$ cat src/rtl/wdog_guard.sv
module wdog_guard #(
  parameter int CNT_W    = 15,
  parameter int RLD_W    = 7,
  parameter int DIV_FAST = 24,
  parameter int DIV_SLOW = 384
) (
  input  logic       clk,
  input  logic       ext_rst_n,
  input  logic       hw_start,
  input  logic       wr_en,
  input  logic [1:0] wr_addr,
  input  logic [7:0] wr_data,
  input  logic [1:0] rd_addr,
  output logic [7:0] rd_data,
  output logic       wd_rst_req
);
  localparam int LOW_W = CNT_W - RLD_W;
  localparam int PS_W  = $clog2(DIV_SLOW);

  logic             run_q, sel_q, cause_q, arm_q;
  logic [RLD_W-1:0] reload_q;
  logic [CNT_W-1:0] cnt_q;
  logic [PS_W-1:0]  presc_q;
  logic [PS_W-1:0]  div_last;
  logic             tick, refresh, wr_ctrl;

  assign div_last = sel_q ? PS_W'(DIV_SLOW - 1) : PS_W'(DIV_FAST - 1);
  assign tick     = run_q && (presc_q >= div_last);
  assign wr_ctrl  = wr_en && (wr_addr == 2'd0);
  assign refresh  = wr_en && (wr_addr == 2'd3) && arm_q;

  always_ff @(posedge clk) begin
    if (!ext_rst_n) begin
      run_q      <= hw_start;
      sel_q      <= 1'b0;
      cause_q    <= 1'b0;
      arm_q      <= 1'b0;
      reload_q   <= '0;
      cnt_q      <= '0;
      presc_q    <= '0;
      wd_rst_req <= 1'b0;
    end else begin
      arm_q      <= wr_en && (wr_addr == 2'd2);
      wd_rst_req <= tick && (&cnt_q) && !refresh;
      if (tick && (&cnt_q) && !refresh) cause_q <= 1'b1;
      if (wr_ctrl) begin
        run_q <= run_q | wr_data[0];
        sel_q <= wr_data[1];
      end
      if (wr_en && (wr_addr == 2'd1)) reload_q <= wr_data[RLD_W-1:0];
      if (refresh) begin
        cnt_q   <= {reload_q, {LOW_W{1'b0}}};
        presc_q <= '0;
      end else if (run_q) begin
        presc_q <= tick ? '0 : presc_q + 1'b1;
        if (tick) cnt_q <= cnt_q + 1'b1;
      end
    end
  end

  always_comb begin
    case (rd_addr)
      2'd0:    rd_data = {5'b0, cause_q, sel_q, run_q};
      2'd1:    rd_data = 8'(reload_q);
      2'd2:    rd_data = cnt_q[7:0];
      default: rd_data = 8'(cnt_q[CNT_W-1:8]);
    endcase
  end
endmodule

$ cat config.mk
export PLATFORM = sky130hd
export DESIGN_NAME = wdog_guard
export DESIGN_NICKNAME = d
export VERILOG_FILES = /design/src/rtl/wdog_guard.sv
export SDC_FILE = /design/constraint.sdc
export NUM_CORES = 1
export LEC_CHECK = 0
export BUFFER_PORTS_ARGS = -buffer_cell sky130_fd_sc_hd__buf_2
export CAP_MARGIN = 10
export CORE_MARGIN = 3
export CORE_UTILIZATION = 44
export CTS_BUF_LIST = sky130_fd_sc_hd__clkbuf_4
export CTS_CLUSTER_SIZE = 8
export DETAILED_ROUTE_END_ITERATION = 10
export PLACE_DENSITY = 0.62
export SYNTH_ARGS = -nofsm -noshare
export SYNTH_HDL_FRONTEND = slang
export SYNTH_SLANG_ARGS = --single-unit
$ cat constraint.sdc
create_clock -name clk -period 1.9 [get_ports clk]
set_clock_uncertainty 0.15 [all_clocks]
set_input_delay 0.095 -clock clk [delete_from_list [all_inputs] [get_ports clk]]
set_output_delay 0.095 -clock clk [all_outputs]
set_load 0.05 [all_outputs]
==> metrics.txt, run 1 <==
Synth Net Count 237; number of buffers inserted during clock tree synthesis 5; Worst Setup End Kind flop; type of the worst setup path reg2reg; IR Drop Worst-Case VDD 0.000406 V; Worst Reg2Reg Path Length in Cells 8; share of the synthesized netlist area taken by xor and xnor gates 0.0410; via count of the first global-routing pass 1734; sequential share of power 0.585; combinational cell fraction of total power 0.122; final worst path period share 1.18; width of the chip 72.1 µm; largest net degree at the start of global routing 26; Pwr Density 519 mW/mm²; Clock Latency Late Sink 340 ps; Avg Synthesized Cell Area 8.94 µm²; netlist area before placement 0.00192 mm²; detailed-routing iteration count for the pre-antenna-repair pass 4; clock sink total 36; final estimated routing congestion in global placement 0.810; number of remaining DRC errors 0; Worst Setup EP cnt_q[9]; most repeated cell in the gate-level netlist after synthesis sky130_fd_sc_hd__dfxtp_1; initial core utilization 0.467; Final min period 2240 ps; standard cell core area 0.00412 mm²; wire length of the first global-routing pass 8140 µm; fraction of the mapped netlist area in compound gates 0.141; Internal Power 0.990 mW; Synth Warn # 0; utilization after layout 0.629; maximum number of buffers from clock root to sink 2; Hold WC Path Type in2reg; required time of the critical path 2030 ps; nets 298; number of max-slew violations in the final report 0; Synth async-reset ratio 0; number of library cell types mapped by synthesis 40; element type at the critical path start flop; Hold Crit Depth 2; fraction of the mapped netlist area in adder cells 0.0391; part of the Yosys area used for sequential elements 0.380; number of hold violations in the final report 0; worst-case setup margin in the final layout -345 ps; Overall Global Routing Usage 0.196; flop2flop setup slack -340 ps; crit path max fanout 13; max-capacitance violation count 0; mux share of post-synthesis cell area 0.105; dominant combinational cell family by area after synthesis simple AND/OR/NAND/NOR gates; routed length per placed instance 15.1 µm; Reg-to-Reg End cnt_q[9]; Max-slew headroom 0.701; violated checks setup timing; number of rows in the core area 23; net switching share of the total power 0.264; Die Span Y 72.1 µm; Iter 0 DRT Violations 128; post-detailed-placement cell area 0.00230 mm²; count of mapped cells out of synthesis 215; final instance area 0.00259 mm²; IO Port Bufs 23; total leakage power 1.03 nW; initial antenna violation count 0; Die ar. 0.00520 mm²; RSZ-0062 raised after global routing yes; count of flip-flops with a built-in enable after synthesis 1; Area growth syn-to-layout 34.8%; number of register bits inferred by synthesis 36; fraction of final layout cells with drive strength greater than 1 0.314; critical register-to-register path startpoint sel_q; worst setup slack after placement -206 ps; post-synthesis simple-gate area fraction 0.261; most numerous cell types in the synthesized netlist sky130_fd_sc_hd__dfxtp_1 (35), sky130_fd_sc_hd__nor2_1 (24), sky130_fd_sc_hd__nand3_1 (13); clock tree from TritonCTS done; Post-Route WL 4930 µm; share of Yosys cell area claimed by the top area cell type 0.365; Post-DRT Antenna Nets 0; leading register cell type out of synthesis sky130_fd_sc_hd__dfxtp_1; overall power after layout 1.34 mW; total congestion overflow after global routing 0; Max Fclk 445 MHz; switching power of the nets 0.355 mW; setup tns final -4800 ps; part of the total power dissipated in the clock network 0.294; Tightest Pin Transition 447 ps; clock transition time at the flip-flop clock pins of the worst setup and hold paths 120 ps; Via Count 1835; I/O pins 25; clock root buffer sky130_fd_sc_hd__clkbuf_4; status finished with violations; Worst setup startpoint sel_q; final setup violation count 26; vias per inst 5.61; endpoint arrival time on the critical path 2370 ps; top cells by area in the synthesized netlist sky130_fd_sc_hd__dfxtp_1 (36%), sky130_fd_sc_hd__mux2i_1 (4.7%), sky130_fd_sc_hd__nor2_1 (4.7%), sky130_fd_sc_hd__ha_1 (3.9%), sky130_fd_sc_hd__mux4_2 (3.5%); dominant cell type by area after synthesis sky130_fd_sc_hd__dfxtp_1; CTS H-tree depth 2; number of inserted diodes 0; HPWL Detailed 3280 µm
-- worst min-delay path by stage --
stage,startpoint,to
2_1_floorplan,wr_data[1],sel_q
3_3_place_gp,wr_data[4],reload_q[4]
3_5_place_dp,wr_data[4],reload_q[4]
4_1_cts,ext_rst_n,cause_q
5_1_grt,ext_rst_n,cause_q
6_report,ext_rst_n,cause_q
-- area by class of cell --
class                   count  area [µm²]
clock buffers               5        37.5
flip-flops and latches     36         732
well taps                  50        62.6
multi-input cells         166        1240
fillers                   349        1530
inverters                   2        12.5
clock inverters             3        13.8
repair buffers             65         495
-- repair_timing --
action / 4_1_cts / 5_1_grt
resized for setup: 0 / 16
gates cloned: 0 / 1
setup buffers: 2 / 3
endpoints found under the hold margin: 10 / 0
pin swaps: 1 / 2
hold buffers: 10 / 0
endpoints found under the setup margin: 26 / 27
-- cell usage in the layout, fill, tap and decap left out, types with 7 or more instances in the layout --
master                          netlist  routed
sky130_fd_sc_hd__buf_4                1      29
sky130_fd_sc_hd__nand3_1             13      13
sky130_fd_sc_hd__buf_2                2      22
sky130_fd_sc_hd__nand2_1             12      12
sky130_fd_sc_hd__o21ai_0             12      12
sky130_fd_sc_hd__nor2b_1              9       9
sky130_fd_sc_hd__a21oi_1              9       8
sky130_fd_sc_hd__dfxtp_1             35      34
sky130_fd_sc_hd__mux2i_1              9       9
sky130_fd_sc_hd__o31ai_1              7       7
sky130_fd_sc_hd__nor2_1              24      24
sky130_fd_sc_hd__dlygate4sd3_1        0      10
-- kinds of logic (layout without fill, tap and decap cells) --
kind of cell | Yosys count | in the layout
muxes | 16 | 16
adders and majority gates | 6 | 6
and+or+nand+nor | 94 | 94
AOI/OAI and AO/OA | 41 | 41
buffers and inverters | 13 | 75
xor gates and xnor gates | 9 | 9
DFF | 36 | 36
-- registers in the layout (all words and copies together) (netlist names) --
name / flops
sel_q: 1
cause_q: 1
reload_q: 7
cnt_q: 15
wd_rst_req: 1
run_q: 1
presc_q: 9
arm_q: 1
-- metal layers --
metal,vias to the layer above,routed length (µm),share of wire,track usage
met5,-,0,0,0
met4,0,22,0.0045,0.0543
met3,2,198,0.040,0.0429
met2,41,2250,0.46,0.297
met1,879,2460,0.50,0.280
li1,913,-,-,-
-- stage by stage --
stage / hold WS [ps] / std cells
6_report: 34.3 / 327
3_3_place_gp: 199 / 303
2_1_floorplan: 105 / 215
4_1_cts: 17.2 / 323
5_1_grt: 42.4 / 327
3_5_place_dp: 205 / 303
-- critical path, stage by stage (launching register included) --
cell	delay, ps
sky130_fd_sc_hd__dfxtp_2	370
sky130_fd_sc_hd__clkinv_4	100
sky130_fd_sc_hd__ha_4	280
sky130_fd_sc_hd__and4b_1	200
sky130_fd_sc_hd__a41oi_2	130
sky130_fd_sc_hd__buf_6	150
sky130_fd_sc_hd__buf_12	130
sky130_fd_sc_hd__or4_1	500
sky130_fd_sc_hd__a31oi_1	160
-- power by group through the flow --
stage          Clock, mW  Combinational (mW)  Sequential (mW)
2_1_floorplan          0              0.0877            0.801
3_5_place_dp           0               0.137            0.804
3_3_place_gp           0               0.135            0.803
4_1_cts            0.407               0.157            0.785
6_report           0.395               0.164            0.786
5_1_grt            0.441               0.183            0.788
Power figures use the tool's default switching activity.
==> run 2, diff against run 1 <==
--- a/config.mk
+++ b/config.mk
@@ -10,9 +10,9 @@
 export CORE_MARGIN = 3
 export CORE_UTILIZATION = 44
 export CTS_BUF_LIST = sky130_fd_sc_hd__clkbuf_4
-export CTS_CLUSTER_SIZE = 8
 export DETAILED_ROUTE_END_ITERATION = 10
 export PLACE_DENSITY = 0.62
+export RECOVER_POWER = 50
 export SYNTH_ARGS = -nofsm -noshare
 export SYNTH_HDL_FRONTEND = slang
 export SYNTH_SLANG_ARGS = --single-unit
==> run 2 against run 1 <==
Against the previous run: the flow still finishes with violations (setup timing); power about the same; non-clock buffer count is the same; sequential share of layout area hardly changed; largest power group unchanged; highest routed layer unchanged.
==> metrics.txt, run 2 (synthesized netlist as in run 1, its figures left out) <==
Pwr Density 520 mW/mm²; Iter 0 DRT Violations 128; Hold WC Path Type in2reg; Reg-to-Reg End cnt_q[9]; final hold slack 34.4 ps; RSZ-0062 raised after global routing yes; utilization after layout 0.629; Worst Setup End Kind flop; Tightest Pin Transition 587 ps; Max Fclk 445 MHz; Post-Route WL 4930 µm; final setup violation count 26; fraction of met3 tracks used by global routing 0.0429; register with the most flip-flops cnt_q; series of cell instances along the critical path clkinv_4, ha_4, and4b_1, a41oi_2, buf_6, buf_12, or4_1, a31oi_1; Largest regs cnt_q x15, presc_q x9, reload_q x7; delay of the slowest critical-path stage 500 ps; Cell Count Post-Placement 303; slowest stage cell on the critical path sky130_fd_sc_hd__or4_1; nets 298; standard cell core area 0.00412 mm²; critical register-to-register path startpoint sel_q; Worst Reg2Reg Path Length in Cells 8; Max-slew headroom 0.610; clock transition time at the flip-flop clock pins of the worst setup and hold paths 120 ps; clock sink total 36; wire length of the first global-routing pass 8140 µm; detailed-routing iteration count for the pre-antenna-repair pass 4; maximum number of buffers from clock root to sink 2; post-detailed-placement cell area 0.00230 mm²; number of inserted diodes 0; IO Port Bufs 23; total leakage power 1.02 nW; IR Drop Worst-Case VDD 0.000406 V; violated checks setup timing; final estimated routing congestion in global placement 0.810; largest net degree at the start of global routing 26; most common cell after layout, fill and taps aside sky130_fd_sc_hd__dfxtp_1; number of hold violations in the final report 0; final instance area 0.00259 mm²; flop2flop setup slack -340 ps; routed length per placed instance 15.1 µm; Overall Global Routing Usage 0.196; Die ar. 0.00520 mm²; clock root buffer sky130_fd_sc_hd__clkbuf_4; number of buffers inserted during clock tree synthesis 5; fin cells 327; Final min period 2240 ps; max-capacitance violation count 0; setup tns final -4810 ps; initial core utilization 0.467; Worst Setup EP cnt_q[9]; I/O pins 25; number of max-slew violations in the final report 0; Post-DRT Antenna Nets 0; endpoint arrival time on the critical path 2370 ps; HPWL Detailed 3280 µm; Via Count 1832; Worst setup startpoint sel_q; commonest cells after routing, fill and taps aside sky130_fd_sc_hd__dfxtp_1 (34), sky130_fd_sc_hd__buf_4 (28), sky130_fd_sc_hd__nor2_1 (24), sky130_fd_sc_hd__buf_2 (20), sky130_fd_sc_hd__nand3_1 (13); via count of the first global-routing pass 1734; number of remaining DRC errors 0; total congestion overflow after global routing 0; met1 usage in global routing 0.280; CTS H-tree depth 2; element type at the critical path start flop; max FFs per register 15; most heavily used metal layer in global routing met2; clock tree from TritonCTS done; vias per inst 5.60; number of rows in the core area 23; crit path max fanout 13; fraction of final layout cells with drive strength greater than 1 0.307; worst-case setup margin in the final layout -345 ps; overall power after layout 1.34 mW; Area growth syn-to-layout 34.6%; fraction of met2 tracks used by global routing 0.297; status finished with violations; Die Span Y 72.1 µm; final worst path period share 1.18; width of the chip 72.1 µm; Clock Latency Late Sink 340 ps; worst setup slack after placement -206 ps; initial antenna violation count 0; required time of the critical path 2030 ps; type of the worst setup path reg2reg
==> run 2: cell count changes in the layout (fill, tap and decap cells not counted), sizes merged <==
| cell | change |
|---|---|
| buf | -3 |
| clkbuf | +3 |
==> run 2: worst min path at each step <==
| stage | start | endpoint | slack, ps | cells past startpoint |
|---|---|---|---|---|
| after floorplan | wr_data[1] | sel_q | 110 | 2 |
| after global placement | wr_data[4] | reload_q[4] | 200 | 3 |
| after detailed placement | wr_data[4] | reload_q[4] | 210 | 3 |
| after CTS | ext_rst_n | cause_q | 20 | 2 |
| after global routing | ext_rst_n | cause_q | 40 | 2 |
| final | ext_rst_n | cause_q | 30 | 2 |
==> run 2: layout make-up <==
class                   instances  area, µm²
clock inverters                 3       13.8
flip-flops and latches         36        732
inverters                       2       12.5
fillers                       351       1530
multi-input cells             166       1240
well taps                      50       62.6
repair buffers                 65        493
clock buffers                   5       37.5
==> run 2: layer usage <==
| layer | wire length (µm) | vias to the layer above |
|---|---|---|
| met4 | 22 | 0 |
| met3 | 195 | 2 |
| met5 | 0 | - |
| li1 | - | 913 |
| met2 | 2240 | 41 |
| met1 | 2470 | 876 |
==> run 2: repair_timing <==
| action | CTS | global route |
|---|---|---|
| endpoints found under the hold margin | 10 | 0 |
| buffers inserted | 2 | 3 |
| pin swaps | 1 | 2 |
| gates resized for setup | 0 | 16 |
| hold buffers | 10 | 0 |
| cloned | 0 | 1 |
| endpoints found under the setup margin | 26 | 27 |
==> run 2: critical path, delay by kind of cell, from the launching register on <==
| kind | cells | cell delay, ps |
|---|---|---|
| adders and majority gates | 1 | 280 |
| buffers and inverters | 3 | 380 |
| and+or+nand+nor | 2 | 700 |
| AOI/OAI and AO/OA | 2 | 290 |
| DFF | 1 | 370 |
==> run 2: report_power, final <==
| group | internal, mW | switching (mW) | total, mW |
|---|---|---|---|
| registers | 0.774 | 0.0123 | 0.786 |
| logic | 0.0799 | 0.0835 | 0.163 |
| clock network | 0.136 | 0.259 | 0.395 |
==> run 3, diff against run 2 <==
--- a/config.mk
+++ b/config.mk
@@ -6,12 +6,12 @@
 export NUM_CORES = 1
 export LEC_CHECK = 0
 export BUFFER_PORTS_ARGS = -buffer_cell sky130_fd_sc_hd__buf_2
-export CAP_MARGIN = 10
+export CAP_MARGIN = 20
 export CORE_MARGIN = 3
 export CORE_UTILIZATION = 44
 export CTS_BUF_LIST = sky130_fd_sc_hd__clkbuf_4
 export DETAILED_ROUTE_END_ITERATION = 10
-export PLACE_DENSITY = 0.62
+export PLACE_DENSITY = 0.59
 export RECOVER_POWER = 50
 export SYNTH_ARGS = -nofsm -noshare
 export SYNTH_HDL_FRONTEND = slang
==> constraint.sdc (replaced) <==
create_clock -name clk -period 2.09 [get_ports clk]
set_clock_uncertainty 0.15 [all_clocks]
set_input_delay 0.1045 -clock clk [delete_from_list [all_inputs] [get_ports clk]]
set_output_delay 0.1045 -clock clk [all_outputs]
set_load 0.05 [all_outputs]
==> run 3 against run 2 <==
Against the previous run: the run still ends with setup timing left; cell count shrank 4.0%; first-iteration DRC count is 11% lower; non-clock buffer count is 14 lower; maximum frequency rose by 1.2%; final area grew 0.39%; wire length is 4.3% higher; critical endpoint is now cnt_q[3].
==> metrics.txt, run 3 (synthesized netlist as in run 1, its figures left out) <==
Reg-to-Reg End cnt_q[3]; RSZ-0062 raised after global routing yes; most common cell after layout, fill and taps aside sky130_fd_sc_hd__dfxtp_1; number of hold violations in the final report 0; most heavily used metal layer in global routing met2; Max Fclk 451 MHz; critical hold path startpoint wr_addr[0]; largest net degree at the start of global routing 24; Post-Route WL 5140 µm; violated checks setup timing; endpoint of the worst hold-timing path sel_q; number of remaining DRC errors 0; combinational cell fraction of total power 0.116; Hold Crit Depth 4; HPWL Detailed 3150 µm; initial antenna violation count 0; status finished with violations; fraction of met2 tracks used by global routing 0.315; vias per inst 5.78; fin cells 314; IO Port Bufs 23; clock tree from TritonCTS done; Tightest Pin Transition 598 ps; final hold slack 44.1 ps; crit path max fanout 6; wire length of the first global-routing pass 8330 µm; endpoint arrival time on the critical path 2360 ps; number of buffers inserted during clock tree synthesis 5; routed length per placed instance 16.4 µm; Cell Count Post-Placement 288; Overall Global Routing Usage 0.200; clock sink total 36; width of the chip 72.1 µm; IR Drop Worst-Case VDD 0.000294 V; clock transition time at the flip-flop clock pins of the worst setup and hold paths 110 ps; Max-slew headroom 0.603; Worst Setup End Kind flop; Largest regs cnt_q x15, presc_q x9, reload_q x7; fraction of final layout cells with drive strength greater than 1 0.337; initial core utilization 0.467; total congestion overflow after global routing 0; commonest cells after routing, fill and taps aside sky130_fd_sc_hd__dfxtp_1 (34), sky130_fd_sc_hd__buf_2 (21), sky130_fd_sc_hd__nor2_1 (15), sky130_fd_sc_hd__nand3_1 (13); worst-case setup margin in the final layout -128 ps; type of the worst setup path reg2reg; flop2flop setup slack -130 ps; detailed-routing iteration count for the pre-antenna-repair pass 4; Post-DRT Antenna Nets 0; switching power of the nets 0.319 mW; fraction of met3 tracks used by global routing 0.0554; I/O pins 25; Internal Power 0.925 mW; Die ar. 0.00520 mm²; Via Count 1814; Clock Latency Late Sink 350 ps; total of fill cells in the finished design 349; element type at the critical path start flop; via count of the first global-routing pass 1814; max-capacitance violation count 0; register with the most flip-flops cnt_q; number of max-slew violations in the final report 0; Area growth syn-to-layout 35.2%; nets 285; Die Span Y 72.1 µm; Hold WC Path Type in2reg; overall power after layout 1.24 mW; number of rows in the core area 23; standard cell core area 0.00412 mm²; Pwr Density 479 mW/mm²; sequential share of power 0.575; net switching share of the total power 0.257; setup tns final -1640 ps; CTS H-tree depth 2; Iter 0 DRT Violations 114; number of inserted diodes 0; final setup violation count 25; maximum number of buffers from clock root to sink 2; total leakage power 0.979 nW; max FFs per register 15; final worst path period share 1.06; final estimated routing congestion in global placement 0.757; Final min period 2220 ps; Worst Reg2Reg Path Length in Cells 9; met1 usage in global routing 0.260; clock root buffer sky130_fd_sc_hd__clkbuf_4; required time of the critical path 2230 ps; part of the total power dissipated in the clock network 0.309; critical register-to-register path startpoint sel_q
==> run 3: area by class of cell <==
type	instances	area [µm²]	share of cell area
multi-input cells	167	1330	0.510
flip-flops and latches	36	732	0.282
repair buffers	51	409	0.158
well taps	50	62.6	0.0241
clock buffers	7	52.6	0.0202
inverters	2	12.5	0.00482
clock inverters	1	3.75	0.00145
==> run 3: critical path, cell delays in order (launching register included) <==
cell and delay [ps]:
sky130_fd_sc_hd__dfxtp_2 370, sky130_fd_sc_hd__clkinv_4 100, sky130_fd_sc_hd__ha_4 290, sky130_fd_sc_hd__and4b_1 240, sky130_fd_sc_hd__a41oi_4 120, sky130_fd_sc_hd__buf_12 160, sky130_fd_sc_hd__clkbuf_16 150, sky130_fd_sc_hd__buf_6 110
sky130_fd_sc_hd__or3_4 380, sky130_fd_sc_hd__a21oi_2 110
==> run 3: per-layer routing <==
layer  share of wire  wire (µm)  vias up
met5               0          0        -
met4           0.014         74        0
met3           0.047        244        8
met2            0.49       2520       52
met1            0.45       2300      863
li1                -          -      891
==> run 3: through the flow <==
stage | utilization | worst slack [ps] | instance area, µm²
CTS | 0.586 | -92.8 | 2410
floorplan | - | 1.26 | 1920
global route | 0.631 | -183 | 2600
global placement | 0.520 | -54.6 | 2140
finish | 0.631 | -128 | 2600
detailed placement | 0.520 | -134 | 2140
==> run 3: worst max-delay path by stage <==
stage	start	endpoint	slack, ps	depth (start not counted)
after CTS	sel_q	cnt_q[11]	-90	7
final	sel_q	cnt_q[3]	-130	9
after floorplan	sel_q	cnt_q[14]	1	9
after global routing	sel_q	cnt_q[6]	-180	10
after detailed placement	sel_q	presc_q[3]	-130	8
after global placement	sel_q	cnt_q[9]	-50	8
==> run 3: power groups by stage <==
stage,Combinational (mW),Clock [mW],Sequential [mW]
floorplan,0.0777,0,0.727
global placement,0.111,0,0.729
detailed placement,0.116,0,0.730
CTS,0.133,0.398,0.715
global route,0.158,0.433,0.718
finish,0.144,0.384,0.716
==> run 3: what timing repair did <==
action | 4_1_cts | 5_1_grt
setup buffers | 4 | 2
hold endpoints to repair | 10 | 0
resized for setup | 9 | 35
endpoints found under the setup margin | 25 | 25
hold buffers | 10 | 0
cloned | 2 | 2
pin swaps | 2 | 28
